===== src/rtl/cfg_tap_pkg.sv =====
package cfg_tap_pkg;

  typedef enum logic [3:0] {
    ST_TLR, ST_RTI,
    ST_SEL_DR, ST_CAP_DR, ST_SHF_DR, ST_EX1_DR, ST_PAU_DR, ST_EX2_DR, ST_UPD_DR,
    ST_SEL_IR, ST_CAP_IR, ST_SHF_IR, ST_EX1_IR, ST_PAU_IR, ST_EX2_IR, ST_UPD_IR
  } tap_state_t;

  localparam int IR_W = 5;
  localparam logic [IR_W-1:0] OP_BYPASS = 5'b11111;
  localparam logic [IR_W-1:0] OP_IDCODE = 5'b01001;
  localparam logic [IR_W-1:0] OP_LOAD   = 5'b00101;
  localparam logic [IR_W-1:0] OP_START  = 5'b01100;
  localparam logic [IR_W-1:0] IR_CAPTURE = 5'b00001;

  function automatic tap_state_t tap_next(input tap_state_t s, input logic m);
    case (s)
      ST_TLR:    return m ? ST_TLR    : ST_RTI;
      ST_RTI:    return m ? ST_SEL_DR : ST_RTI;
      ST_SEL_DR: return m ? ST_SEL_IR : ST_CAP_DR;
      ST_CAP_DR: return m ? ST_EX1_DR : ST_SHF_DR;
      ST_SHF_DR: return m ? ST_EX1_DR : ST_SHF_DR;
      ST_EX1_DR: return m ? ST_UPD_DR : ST_PAU_DR;
      ST_PAU_DR: return m ? ST_EX2_DR : ST_PAU_DR;
      ST_EX2_DR: return m ? ST_UPD_DR : ST_SHF_DR;
      ST_UPD_DR: return m ? ST_SEL_DR : ST_RTI;
      ST_SEL_IR: return m ? ST_TLR    : ST_CAP_IR;
      ST_CAP_IR: return m ? ST_EX1_IR : ST_SHF_IR;
      ST_SHF_IR: return m ? ST_EX1_IR : ST_SHF_IR;
      ST_EX1_IR: return m ? ST_UPD_IR : ST_PAU_IR;
      ST_PAU_IR: return m ? ST_EX2_IR : ST_PAU_IR;
      ST_EX2_IR: return m ? ST_UPD_IR : ST_SHF_IR;
      default:   return m ? ST_SEL_DR : ST_RTI;
    endcase
  endfunction

  // {M2,M1,M0} = 101 or 001 picks boundary-scan configuration
  function automatic logic scan_mode(input logic [2:0] mp);
    return (mp[1:0] == 2'b01);
  endfunction

endpackage


===== src/rtl/cfg_tap_fsm.sv =====
module cfg_tap_fsm
  import cfg_tap_pkg::*;
(
  input  logic       tck,
  input  logic       trst_n,
  input  logic       tms,
  output tap_state_t state
);

  always_ff @(posedge tck or negedge trst_n) begin
    if (!trst_n) state <= ST_TLR;
    else         state <= tap_next(state, tms);
  end


  tms_five_ones_chk: assert property (@(posedge tck) disable iff (!trst_n)
    (tms && $past(tms) && $past(tms, 2) && $past(tms, 3) && $past(tms, 4))
      |=> (state == ST_TLR));

endmodule


===== src/rtl/cfg_tap_ir.sv =====
module cfg_tap_ir
  import cfg_tap_pkg::*;
(
  input  logic            tck,
  input  logic            trst_n,
  input  tap_state_t      state,
  input  logic            tdi,
  output logic [IR_W-1:0] ir_q,
  output logic            ir_out
);

  logic [IR_W-1:0] ir_sr;

  always_ff @(posedge tck or negedge trst_n) begin
    if (!trst_n) begin
      ir_sr <= IR_CAPTURE;
      ir_q  <= OP_IDCODE;
    end else begin
      case (state)
        ST_CAP_IR: ir_sr <= IR_CAPTURE;
        ST_SHF_IR: ir_sr <= {tdi, ir_sr[IR_W-1:1]};
        default:   ir_sr <= ir_sr;
      endcase
      if (state == ST_UPD_IR)   ir_q <= ir_sr;
      else if (state == ST_TLR) ir_q <= OP_IDCODE;
    end
  end

  assign ir_out = ir_sr[0];


  ir_update_only_chk: assert property (@(posedge tck) disable iff (!trst_n)
    !$stable(ir_q) |-> ($past(state) == ST_UPD_IR || $past(state) == ST_TLR));

endmodule


===== src/rtl/cfg_tap_packer.sv =====
module cfg_tap_packer #(
  parameter int WORD_W = 32
) (
  input  logic              tck,
  input  logic              trst_n,
  input  logic              restart,
  input  logic              shift_en,
  input  logic              tdi,
  output logic [WORD_W-1:0] word,
  output logic              word_valid
);

  localparam int CNT_W = (WORD_W > 1) ? $clog2(WORD_W) : 1;
  localparam logic [CNT_W-1:0] LAST = CNT_W'(WORD_W - 1);

  logic [WORD_W-1:0] acc;
  logic [CNT_W-1:0]  cnt;
  logic              word_done;

  assign word_done = shift_en && (cnt == LAST);

  always_ff @(posedge tck or negedge trst_n) begin
    if (!trst_n) begin
      acc        <= '0;
      cnt        <= '0;
      word       <= '0;
      word_valid <= 1'b0;
    end else begin
      word_valid <= word_done;
      if (restart) begin
        cnt <= '0;
      end else if (shift_en) begin
        acc <= {acc[WORD_W-2:0], tdi};
        cnt <= word_done ? '0 : cnt + 1'b1;
      end
      if (word_done) word <= {acc[WORD_W-2:0], tdi};
    end
  end


  valid_one_cycle_chk: assert property (@(posedge tck) disable iff (!trst_n)
    word_valid |=> !word_valid);


  valid_from_shift_chk: assert property (@(posedge tck) disable iff (!trst_n)
    word_valid |-> $past(shift_en));

endmodule


===== src/rtl/cfg_tap_port.sv =====
module cfg_tap_port
  import cfg_tap_pkg::*;
#(
  parameter int          WORD_W  = 32,
  parameter logic [31:0] ID_CODE = 32'h1A5C_E093
) (
  input  logic              tck,
  input  logic              trst_n,
  input  logic              tms,
  input  logic              tdi,
  input  logic [2:0]        mode_pins,
  output logic              tdo,
  output logic              tdo_oe,
  output logic [WORD_W-1:0] cfg_word,
  output logic              cfg_word_valid,
  output logic              startup_ce,
  output logic              scan_mode_sel
);

  tap_state_t      state;
  logic [IR_W-1:0] ir_q;
  logic            ir_out;
  logic [31:0]     id_sr;
  logic            byp_q;
  logic            dr_out;
  logic            in_shift_dr, in_shift_ir;
  logic            load_shift;

  cfg_tap_fsm u_fsm (.tck(tck), .trst_n(trst_n), .tms(tms), .state(state));

  cfg_tap_ir u_ir (
    .tck(tck), .trst_n(trst_n), .state(state), .tdi(tdi),
    .ir_q(ir_q), .ir_out(ir_out)
  );

  assign in_shift_dr = (state == ST_SHF_DR);
  assign in_shift_ir = (state == ST_SHF_IR);
  assign load_shift  = in_shift_dr && (ir_q == OP_LOAD);

  cfg_tap_packer #(.WORD_W(WORD_W)) u_pack (
    .tck(tck), .trst_n(trst_n), .restart(state == ST_CAP_DR),
    .shift_en(load_shift), .tdi(tdi),
    .word(cfg_word), .word_valid(cfg_word_valid)
  );

  always_ff @(posedge tck or negedge trst_n) begin
    if (!trst_n) begin
      id_sr <= '0;
      byp_q <= 1'b0;
    end else begin
      if (state == ST_CAP_DR) begin
        id_sr <= ID_CODE;
        byp_q <= 1'b0;
      end else if (in_shift_dr) begin
        id_sr <= {tdi, id_sr[31:1]};
        byp_q <= tdi;
      end
    end
  end

  assign dr_out = (ir_q == OP_IDCODE) ? id_sr[0] : byp_q;

  always_ff @(negedge tck or negedge trst_n) begin
    if (!trst_n) begin
      tdo    <= 1'b0;
      tdo_oe <= 1'b0;
    end else begin
      tdo_oe <= in_shift_dr || in_shift_ir;
      tdo    <= in_shift_ir ? ir_out : (in_shift_dr ? dr_out : 1'b0);
    end
  end

  assign startup_ce    = in_shift_dr && (ir_q == OP_START);
  assign scan_mode_sel = scan_mode(mode_pins);


  ce_enters_shift_chk: assert property (@(posedge tck) disable iff (!trst_n)
    $rose(startup_ce) |-> ($past(state) == ST_CAP_DR || $past(state) == ST_EX2_DR));


  tdo_quiet_chk: assert property (@(posedge tck) disable iff (!trst_n)
    !tdo_oe |-> !tdo);


  scan_mode_pins_chk: assert property (@(posedge tck) disable iff (!trst_n)
    scan_mode_sel |-> (mode_pins[1] == 1'b0 && mode_pins[0] == 1'b1));

endmodule


===== config.mk =====
export PLATFORM = sky130hd
export DESIGN_NAME = cfg_tap_port
export DESIGN_NICKNAME = d
export VERILOG_FILES = /design/src/rtl/cfg_tap_pkg.sv /design/src/rtl/cfg_tap_fsm.sv /design/src/rtl/cfg_tap_ir.sv /design/src/rtl/cfg_tap_packer.sv /design/src/rtl/cfg_tap_port.sv
export SDC_FILE = /design/constraint.sdc
export NUM_CORES = 1
export LEC_CHECK = 0
export BUFFER_PORTS_ARGS = -buffer_cell sky130_fd_sc_hd__buf_2
export CAP_MARGIN = 30
export CORE_UTILIZATION = 57
export DETAILED_ROUTE_END_ITERATION = 10
export HOLD_SLACK_MARGIN = 0.02
export PLACE_DENSITY = 0.77
export SYNTH_ARGS = -nofsm -noshare
export SYNTH_HDL_FRONTEND = slang
export SYNTH_SLANG_ARGS = --single-unit

===== constraint.sdc =====
create_clock -name tck -period 3.25 [get_ports tck]
set_input_delay 0.325 -clock tck [delete_from_list [all_inputs] [get_ports tck]]
set_output_delay 0.325 -clock tck [all_outputs]
set_load 0.1 [all_outputs]

==> impl_metrics.tcl, run 1 <==
set metrics [dict create \
    power_density_nw_per_um2 845.7 \
    p_leak_nw 2.912 \
    post-route-util 0.7200 \
    grt_pass1_vias 3172 \
    vias_per_cell 5.753 \
    cp.arrival_ns 2.87 \
    clock_power_share 0.389 \
    switching_share 0.3121 \
    numCtsBuffers 17 \
    final.setup_skew_ns 0.06910 \
    grt_pass1_wl_um 15320 \
    yosysMostFrequentCell "dfrtp_1" \
    htreeDepth 4 \
    post_cts_buffers 0 \
    grtUsageMet3 0.08537 \
    overflow 0 \
    cts.clk_slew.worst_paths_ns 0.06 \
    numPortBuffers 42 \
    grt_antenna_before_repair 0 \
    global_route.usage.total 0.2365 \
    avgSynthCellArea_sq_um 12.28 \
    switchingPower_mw 1.499 \
    synth_area_sq_um 4730 \
    finalMaxSlewViolations 0 \
    yosys.area_share.simple 0.1148 \
    synth_edf_count 0 \
    synth.area.mux_share 0.1521 \
    path_buf_inv 1 \
    avgRoutedWirePerCell_um 16.32 \
    maxCapViolCount 0 \
    cp_num_cells 1 \
    crit_chain "buf_2" \
    die_y_um 93.09 \
    syn_inst 385 \
    internal_power_mw 3.304 \
    finalHoldViolCount 0 \
    start_kind "flip-flop" \
    synthFlopType "dfrtp_1" \
    max_stage_delay_ns 0.42 \
    setup.worst_path.class "flip-flop to primary output" \
    crit_end "tdo_oe" \
    gp_congestion 0.7596 \
    cts_tree "built" \
    ant_nets 0 \
    crit_path_end_kind "primary output" \
    synth_xor_area_frac 0.001852 \
    rr_endpoint "tdo$_DFF_NN0_" \
    synth_compound_area_frac 0.08095 \
    cts.sinks 117 \
    drive_gt1_frac 0.2806 \
    die_width_um 93.09 \
    slowest_stage "buf_2" \
    outcome "finished clean" \
    clk_path_buf_depth 2 \
    tns_ns 0 \
    path_delay_family "buffers and inverters" \
    worstPathMaxFanout 1 \
    seq_area_frac_synth 0.6198 \
    rsz0062_at_grt "no" \
    firstDrtPassIters 4 \
    cp.required_ns 2.92 \
    sequentialPowerShare 0.399 \
    fp.dieArea_sq_um 8666 \
    ctsResizeCount 0 \
    drc 0 \
    initial_utilization 0.5996 \
    met2_usage 0.3836 \
    setup_violations 0 \
    combPwrFrac 0.212 \
    final_nets 445 \
    diodes 0 \
    crit-reg2reg-launch "u_fsm.state[3]$_DFF_PN0_" \
    synth.area.top_cells "dfrtp_1, mux2_2, mux2_1" \
    routed_wl_um 8994 \
    irDropWorstVdd_v 0.0004962 \
    synth_common_cells "dfrtp_1, nand2_1, mux2_2" \
    dr.first_iter.drc_count 185 \
    ff2ff_setup_slack_ns 0.33 \
    busiest_layer "met2" \
    rows 32 \
    dp.final_hpwl_um 5277 \
    area_delta_synth_final_pct 20.08 \
    clk_latency_ns 0.51 \
    worstMarginPinSlew_ns 0.8503 \
    startpoint "tdo_oe$_DFF_NN0_" \
    mappedNetlistNets 394 \
    grt_max_degree 72 \
    core_sq_um 7888 \
    grt_util_met1 0.3001 \
    synth_top_area_share 0.5926 \
    yosys_warnings 0 \
    max-slew-margin-rel 0.4332 \
    root_buffer "clkbuf_8" \
    synth_top_family_by_area "multiplexers" \
    synth_top_cell_by_area "dfrtp_1" \
    io_pins 44 \
    ys_types 39 \
    reg2reg_depth 2 \
    async_flop_share 1.000 \
    min_path_type "input pin to flip-flop" \
    whs_ns 0.1040 \
    synthAdderAreaFrac 0.005291 \
    via_count 3170 \
    ys_ff_latch 117 \
]
-- cell usage in the layout, fill, tap and decap left out, drive strengths merged, types with 2 or more instances in the layout --
master,count
nor4b,2
clkinvlp,3
mux2,63
dfrtp,112
o21ai,17
clkinv,5
inv,9
o22ai,3
nor3,3
o22a,9
a22oi,2
a22o,6
nor2,10
ha,2
nor2b,4
clkbuf,18
nand3b,3
nand2b,2
dfstp,3
and3,3
nand2,60
a21oi,18
a311oi,2
buf,53
dfrtn,2
nand3,19
o31ai,2
bufinv,3
-- final cells by class --
| type | count | area, sq um |
|---|---|---|
| flip-flops and latches | 117 | 2932 |
| fillers | 506 | 2208 |
| well taps | 102 | 127.6 |
| clock inverters | 14 | 175.2 |
| multi-input cells | 240 | 1689 |
| clock buffers | 18 | 427.9 |
| repair buffers | 54 | 305.3 |
| inverters | 6 | 22.52 |
-- metal layers --
| layer | vias to the layer above | routed length [um] |
|---|---|---|
| met2 | 91 | 4558 |
| met1 | 1607 | 3882 |
| met4 | 0 | 81 |
| met5 | - | 0 |
| li1 | 1465 | - |
| met3 | 7 | 472 |
-- what timing repair did --
| action | CTS | global route |
|---|---|---|
| endpoints found under the setup margin | 0 | 0 |
| hold endpoints to repair | 44 | 0 |
| hold buffers | 1 | 0 |
-- power groups by stage --
stage	clock [mW]	sequential (mW)	combinational (mW)
final	1.87	1.91	1.02
after global routing	1.97	1.94	1.14
after CTS	1.90	1.91	1.02
after detailed placement	0	1.92	0.998
after global placement	0	1.91	0.959
after floorplan	0	1.97	0.687
-- registers in the layout (all words and copies together) (netlist names) --
register           cells
u_pack.word           32
u_pack.acc            31
tdo_oe                 1
u_ir.ir_sr             5
u_pack.word_valid      1
u_ir.ir_q              5
u_fsm.state            4
tdo                    1
u_pack.cnt             5
id_sr                 32
-- cell families after synthesis --
logic type | after synthesis
AND/OR/NAND/NOR | 113
AO/OA/AOI/OAI | 60
flip-flops | 117
adder cells (fa/ha/maj) | 2
multiplexers | 64
buffers and inverters | 28
XOR/XNOR | 1
-- stage by stage --
stage / worst slack, ns / cell area (sq um) / total power [mW] / cells
6_report: 0.05892 / 5679 / 4.803 / 551
5_1_grt: 0.02173 / 5679 / 5.053 / 551
4_1_cts: 0.04184 / 5679 / 4.828 / 551
3_5_place_dp: 0.4015 / 5066 / 2.923 / 518
3_3_place_gp: 0.3992 / 5066 / 2.867 / 518
2_1_floorplan: 0.01828 / 4735 / 2.653 / 385
-- how the worst min path moves through the flow --
stage / start / end / cells past startpoint
after floorplan: trst_n / id_sr[0]$_DFFE_PN0N_ / 0
after global placement: u_pack.word[26]$_DFFE_PN0P_ / u_pack.word[26]$_DFFE_PN0P_ / 1
after detailed placement: u_pack.word[11]$_DFFE_PN0P_ / u_pack.word[11]$_DFFE_PN0P_ / 1
after CTS: tdi / id_sr[31]$_DFFE_PN0N_ / 3
after global routing: tdi / id_sr[31]$_DFFE_PN0N_ / 3
final: tdi / id_sr[31]$_DFFE_PN0N_ / 3
-- worst min-delay path, cell delays in order --
cell	delay, ns
buf_2	0.13
nand2_1	0.06
a21oi_1	0.05
Power figures use the tool's default switching activity.
==> inputs of run 2 (changes only) <==
CORE_ASPECT_RATIO = 0.5   (was not set)
==> run 2 against run 1 <==
The run now ends with design-rule violations left. Combinational power hardly changed. Register-to-register slack got worse by 0.03 ns. Power up 1.6%. Global-route usage up 0.83 points. Final area is 0.59% higher. Clock power up 3%. Non-clock buffer count grew 1. Setup slack improved by 0.056 ns. Highest routed layer unchanged.
==> impl_metrics.tcl, run 2 (synthesis gave the netlist of run 1 again) <==
set metrics [dict create \
    cp.required_ns 2.92 \
    p_leak_nw 2.930 \
    reg2reg_depth 2 \
    max_stage_delay_ns 0.42 \
    clk_path_buf_depth 2 \
    routed_wl_um 9458 \
    multi_input_area_sq_um 1684 \
    finalMaxSlewViolations 0 \
    grt_max_degree 57 \
    cts_tree "built" \
    combPwrFrac 0.212 \
    avgRoutedWirePerCell_um 16.83 \
    slowest_stage "buf_2" \
    core_sq_um 8029 \
    place_inst 529 \
    hold_path_end "id_sr[31]$_DFFE_PN0N_" \
    postCtsHoldBufs 1 \
    setup.worst_path.class "flip-flop to primary output" \
    outcome "finished with violations" \
    worstPathMaxFanout 1 \
    rsz0062_at_grt "no" \
    worstMarginPinSlew_ns 0.6832 \
    fillCellCount 520 \
    rr_endpoint "tdo$_DFF_NN0_" \
    dr.first_iter.drc_count 190 \
    cts.clk_slew.worst_paths_ns 0.05 \
    reg_top3 "id_sr (32), u_pack.word (32), u_pack.acc (31)" \
    start_kind "flip-flop" \
    final.setup_skew_ns 0.02423 \
    rows 23 \
    ctsResizeCount 0 \
    overflow 0 \
    grt_antenna_before_repair 0 \
    die_width_um 130.8 \
    numCtsBuffers 17 \
    ff2ff_setup_slack_ns 0.30 \
    irDropWorstVdd_v 0.0004666 \
    power_density_nw_per_um2 853.9 \
    cts.sinks 117 \
    tns_ns 0 \
    internal_power_mw 3.413 \
    path_buf_inv 1 \
    drc 1 \
    vias_per_cell 5.674 \
    finalHoldViolCount 0 \
    grt_pass1_vias 3224 \
    die_y_um 66.41 \
    final_common_cell "dfrtp_1" \
    global_route.usage.total 0.2448 \
    clk_latency_ns 0.41 \
    post_cts_buffers 0 \
    numPortBuffers 42 \
    regArea_sq_um 2932 \
    area_delta_synth_final_pct 20.79 \
    ant_nets 0 \
    hold_start "tdi" \
    switchingPower_mw 1.465 \
    via_count 3189 \
    final_nets 446 \
    min_path_type "input pin to flip-flop" \
    crit-reg2reg-launch "u_fsm.state[3]$_DFF_PN0_" \
    htreeDepth 4 \
    root_buffer "clkbuf_16" \
    firstDrtPassIters 7 \
    cp_num_cells 1 \
    switching_share 0.3003 \
    max-slew-margin-rel 0.5381 \
    sequentialPowerShare 0.394 \
    io_pins 44 \
    final_cell_mix "dfrtp_1, nand2_1, buf_2, mux2_2, mux2_1" \
    cp.arrival_ns 2.81 \
    diodes 0 \
    dp.final_hpwl_um 5805 \
    setup_violations 0 \
    worstHoldPathCells 3 \
    drive_gt1_frac 0.2756 \
    gp_congestion 0.8729 \
    crit_path_end_kind "primary output" \
    fin_cells 562 \
    crit_chain "buf_2" \
    clock_power_share 0.394 \
    violations "design-rule violations" \
    path_delay_family "buffers and inverters" \
    initial_utilization 0.5891 \
    grt_pass1_wl_um 15410 \
    fp.dieArea_sq_um 8688 \
    maxCapViolCount 0 \
]
[run 2: layout make-up]
cell class | instances | share of cell area
multi-input cells | 240 | 0.2948
flip-flops and latches | 117 | 0.5131
clock inverters | 8 | 0.02102
well taps | 112 | 0.02453
inverters | 6 | 0.003942
repair buffers | 55 | 0.05475
clock buffers | 24 | 0.08782
[run 2: worst max-delay path by stage]
stage,start,end
floorplan,u_fsm.state[3]$_DFF_PN0_,tdo$_DFF_NN0_
global placement,u_fsm.state[3]$_DFF_PN0_,tdo$_DFF_NN0_
detailed placement,u_fsm.state[3]$_DFF_PN0_,tdo$_DFF_NN0_
CTS,tdo$_DFF_NN0_,tdo
global route,tdo_oe$_DFF_NN0_,tdo_oe
finish,tdo$_DFF_NN0_,tdo
[run 2: metrics by stage]
stage	util	setup WS (ns)	hold slack, ns	cell area [sq um]	power [mW]
floorplan	-	0.01828	0.02941	4735	2.653
global placement	0.6329	0.3528	0.1634	5081	2.846
detailed placement	0.6329	0.3340	0.1647	5081	2.928
CTS	0.7115	0.09619	0.1963	5713	4.900
global route	0.7115	0.08666	0.2271	5713	5.111
finish	0.7115	0.1149	0.2080	5713	4.878
[run 2: power groups by stage]
stage	registers, mW	logic (mW)	clock network [mW]
after detailed placement	1.93	1.00	0
after floorplan	1.97	0.687	0
after global routing	1.95	1.15	2.02
after CTS	1.92	1.03	1.95
final	1.92	1.03	1.92
after global placement	1.90	0.943	0
[run 2: metal layers]
metal,GRT usage,wire (um),vias up
li1,-,-,1454
met1,0.2932,4043,1622
met2,0.4061,4805,94
met3,0.05987,425,19
met4,0.1480,184,0
met5,0,0,-
==> inputs of run 3 (changes only) <==
CORE_UTILIZATION = 53   (was 57)
PLACE_DENSITY = 0.75   (was 0.77)
clock period = 2.8 ns   (was 3.25 ns; I/O delays follow)
==> run 3 against run 2 <==
The run now ends clean. Flip-flop and latch count unchanged. Core utilization down 3.0 points. Sequential power up 16%. Via count down 2.5%. First-iteration DRC count up 25%. Final cell count down 0.53%. Clock power about the same. Count of clock-buffer cells in the layout up 1. Critical path depth unchanged. Clock skew down 0.0064 ns. Critical endpoint unchanged. Largest cell class unchanged.
==> impl_metrics.tcl, run 3 (synthesis gave the netlist of run 1 again) <==
set metrics [dict create \
    whs_ns 0.1753 \
    grt_max_degree 85 \
    die_width_um 135.6 \
    grt_pass1_vias 3034 \
    drc 0 \
    ant_nets 0 \
    dp_slack_ns 0.2873 \
    setup_slack_ns 0.06316 \
    max_stage_delay_ns 0.39 \
    drive_gt1_frac 0.2707 \
    area_delta_synth_final_pct 19.84 \
    clk_latency_ns 0.40 \
    power_density_nw_per_um2 938.0 \
    cts_tree "built" \
    diodes 0 \
    core_sq_um 8317 \
    fp.dieArea_sq_um 9328 \
    die_y_um 68.80 \
    clock_power_share 0.358 \
    vias_per_cell 5.562 \
    combPwrFrac 0.224 \
    reg_top3 "id_sr (32), u_pack.word (32), u_pack.acc (31)" \
    min_path_type "input pin to flip-flop" \
    crit_path_end_kind "primary output" \
    cts.sinks 117 \
    dp.final_hpwl_um 5293 \
    fin_cells 559 \
    rsz0062_at_grt "no" \
    via_count 3109 \
    final_nets 446 \
    grt_antenna_before_repair 0 \
    dpl_cell_area_sq_um 5097 \
    dr.first_iter.drc_count 238 \
    rows 23 \
    p_leak_nw 2.902 \
    numCtsBuffers 17 \
    path_delay_family "flip-flops" \
    grt_pass1_wl_um 14150 \
    post-route-util 0.6815 \
    start_kind "flip-flop" \
    worstMarginPinSlew_ns 0.7079 \
    root_buffer "clkbuf_16" \
    crit_chain "buf_4" \
    irDropWorstVdd_v 0.0004912 \
    final_cell_mix "dfrtp_1, nand2_1, buf_2, mux2_2, mux2_1" \
    initial_utilization 0.5687 \
    tns_ns 0 \
    switchingPower_mw 1.618 \
    overflow 0 \
    numPortBuffers 42 \
    total_power_mw 5.316 \
    place_inst 528 \
    max-slew-margin-rel 0.5214 \
    setup_violations 0 \
    switching_share 0.3044 \
    final_common_cell "dfrtp_1" \
    cp.arrival_ns 2.46 \
    clk_path_buf_depth 2 \
    routed_wl_um 8508 \
    path_buf_inv 1 \
    outcome "finished clean" \
    cp.required_ns 2.52 \
    finalMaxSlewViolations 0 \
    final.setup_skew_ns 0.01786 \
    finalHoldViolCount 0 \
    maxCapViolCount 0 \
    avgRoutedWirePerCell_um 15.22 \
    slowest_stage "dfrtn_1" \
    htreeDepth 4 \
    sequentialPowerShare 0.418 \
    global_route.usage.total 0.2075 \
    io_pins 44 \
    setup.worst_path.class "flip-flop to primary output" \
    stdcell_area_sq_um 5668 \
    firstDrtPassIters 4 \
    gp_congestion 0.8187 \
    cts.clk_slew.worst_paths_ns 0.05 \
    internal_power_mw 3.698 \
    worstPathMaxFanout 1 \
]
## run 3: cell count changes in the layout (fill, tap and decap cells not counted)
| cell | before | now |
|---|---|---|
| clkinvlp_4 | 2 | 1 |
| o21ai_0 | 17 | 16 |
| o21ai_1 | 0 | 1 |
| or4b_4 | 0 | 1 |
| nand3_1 | 19 | 18 |
| bufinv_16 | 3 | 0 |
| nand3_2 | 0 | 1 |
| or4b_2 | 1 | 0 |
| buf_16 | 0 | 1 |
| buf_4 | 13 | 14 |
| buf_2 | 41 | 38 |
| buf_12 | 0 | 1 |
| clkbuf_1 | 2 | 3 |
## run 3: layout make-up
cell class	count	area, sq um
Tap cell	112	140.1
Sequential cell	117	2932
Fill cell	564	2649
Clock inverter	4	22.52
Multi-Input combinational cell	240	1693
Inverter	6	22.52
Timing Repair Buffer	55	352.8
Clock buffer	25	505.5
## run 3: power by group through the flow
stage	Clock (mW)	Combinational [mW]	Sequential, mW
CTS	1.93	1.19	2.22
finish	1.90	1.19	2.22
detailed placement	0	1.17	2.23
global route	2.03	1.33	2.25
floorplan	0	0.812	2.28
global placement	0	1.11	2.21
## run 3: layer usage
| metal | track usage | up-vias | share of wire |
|---|---|---|---|
| met2 | 0.3469 | 55 | 0.52 |
| met1 | 0.2442 | 1594 | 0.44 |
| met5 | 0 | - | 0 |
| met3 | 0.06433 | 6 | 0.033 |
| li1 | - | 1454 | - |
| met4 | 0.1208 | 0 | 0.0092 |
## run 3: final timing paths
| kind | from | endpoint | slack [ns] | depth (start not counted) |
|---|---|---|---|---|
| max | tdo$_DFF_NN0_ | tdo | 0.06 | 1 |
| min | tdi | u_ir.ir_sr[4]$_DFFE_PN0P_ | 0.18 | 3 |
| max reg2reg | u_ir.ir_q[0]$_DFFE_PN1P_ | tdo$_DFF_NN0_ | 0.25 | 3 |
| min reg2reg | u_pack.word[24]$_DFFE_PN0P_ | u_pack.word[24]$_DFFE_PN0P_ | 0.48 | 1 |
| max in group asynchronous | trst_n | tdo$_DFF_NN0_ | 0.81 | 2 |
| min in group asynchronous | trst_n | u_ir.ir_sr[1]$_DFFE_PN0P_ | 0.36 | 2 |
## run 3: what timing repair did
item | in CTS | in global routing
buffers inserted | 0 | 0
resized for setup | 2 | 0
hold endpoints to repair | 30 | 0
endpoints found under the setup margin | 2 | 0
hold buffers | 1 | 0
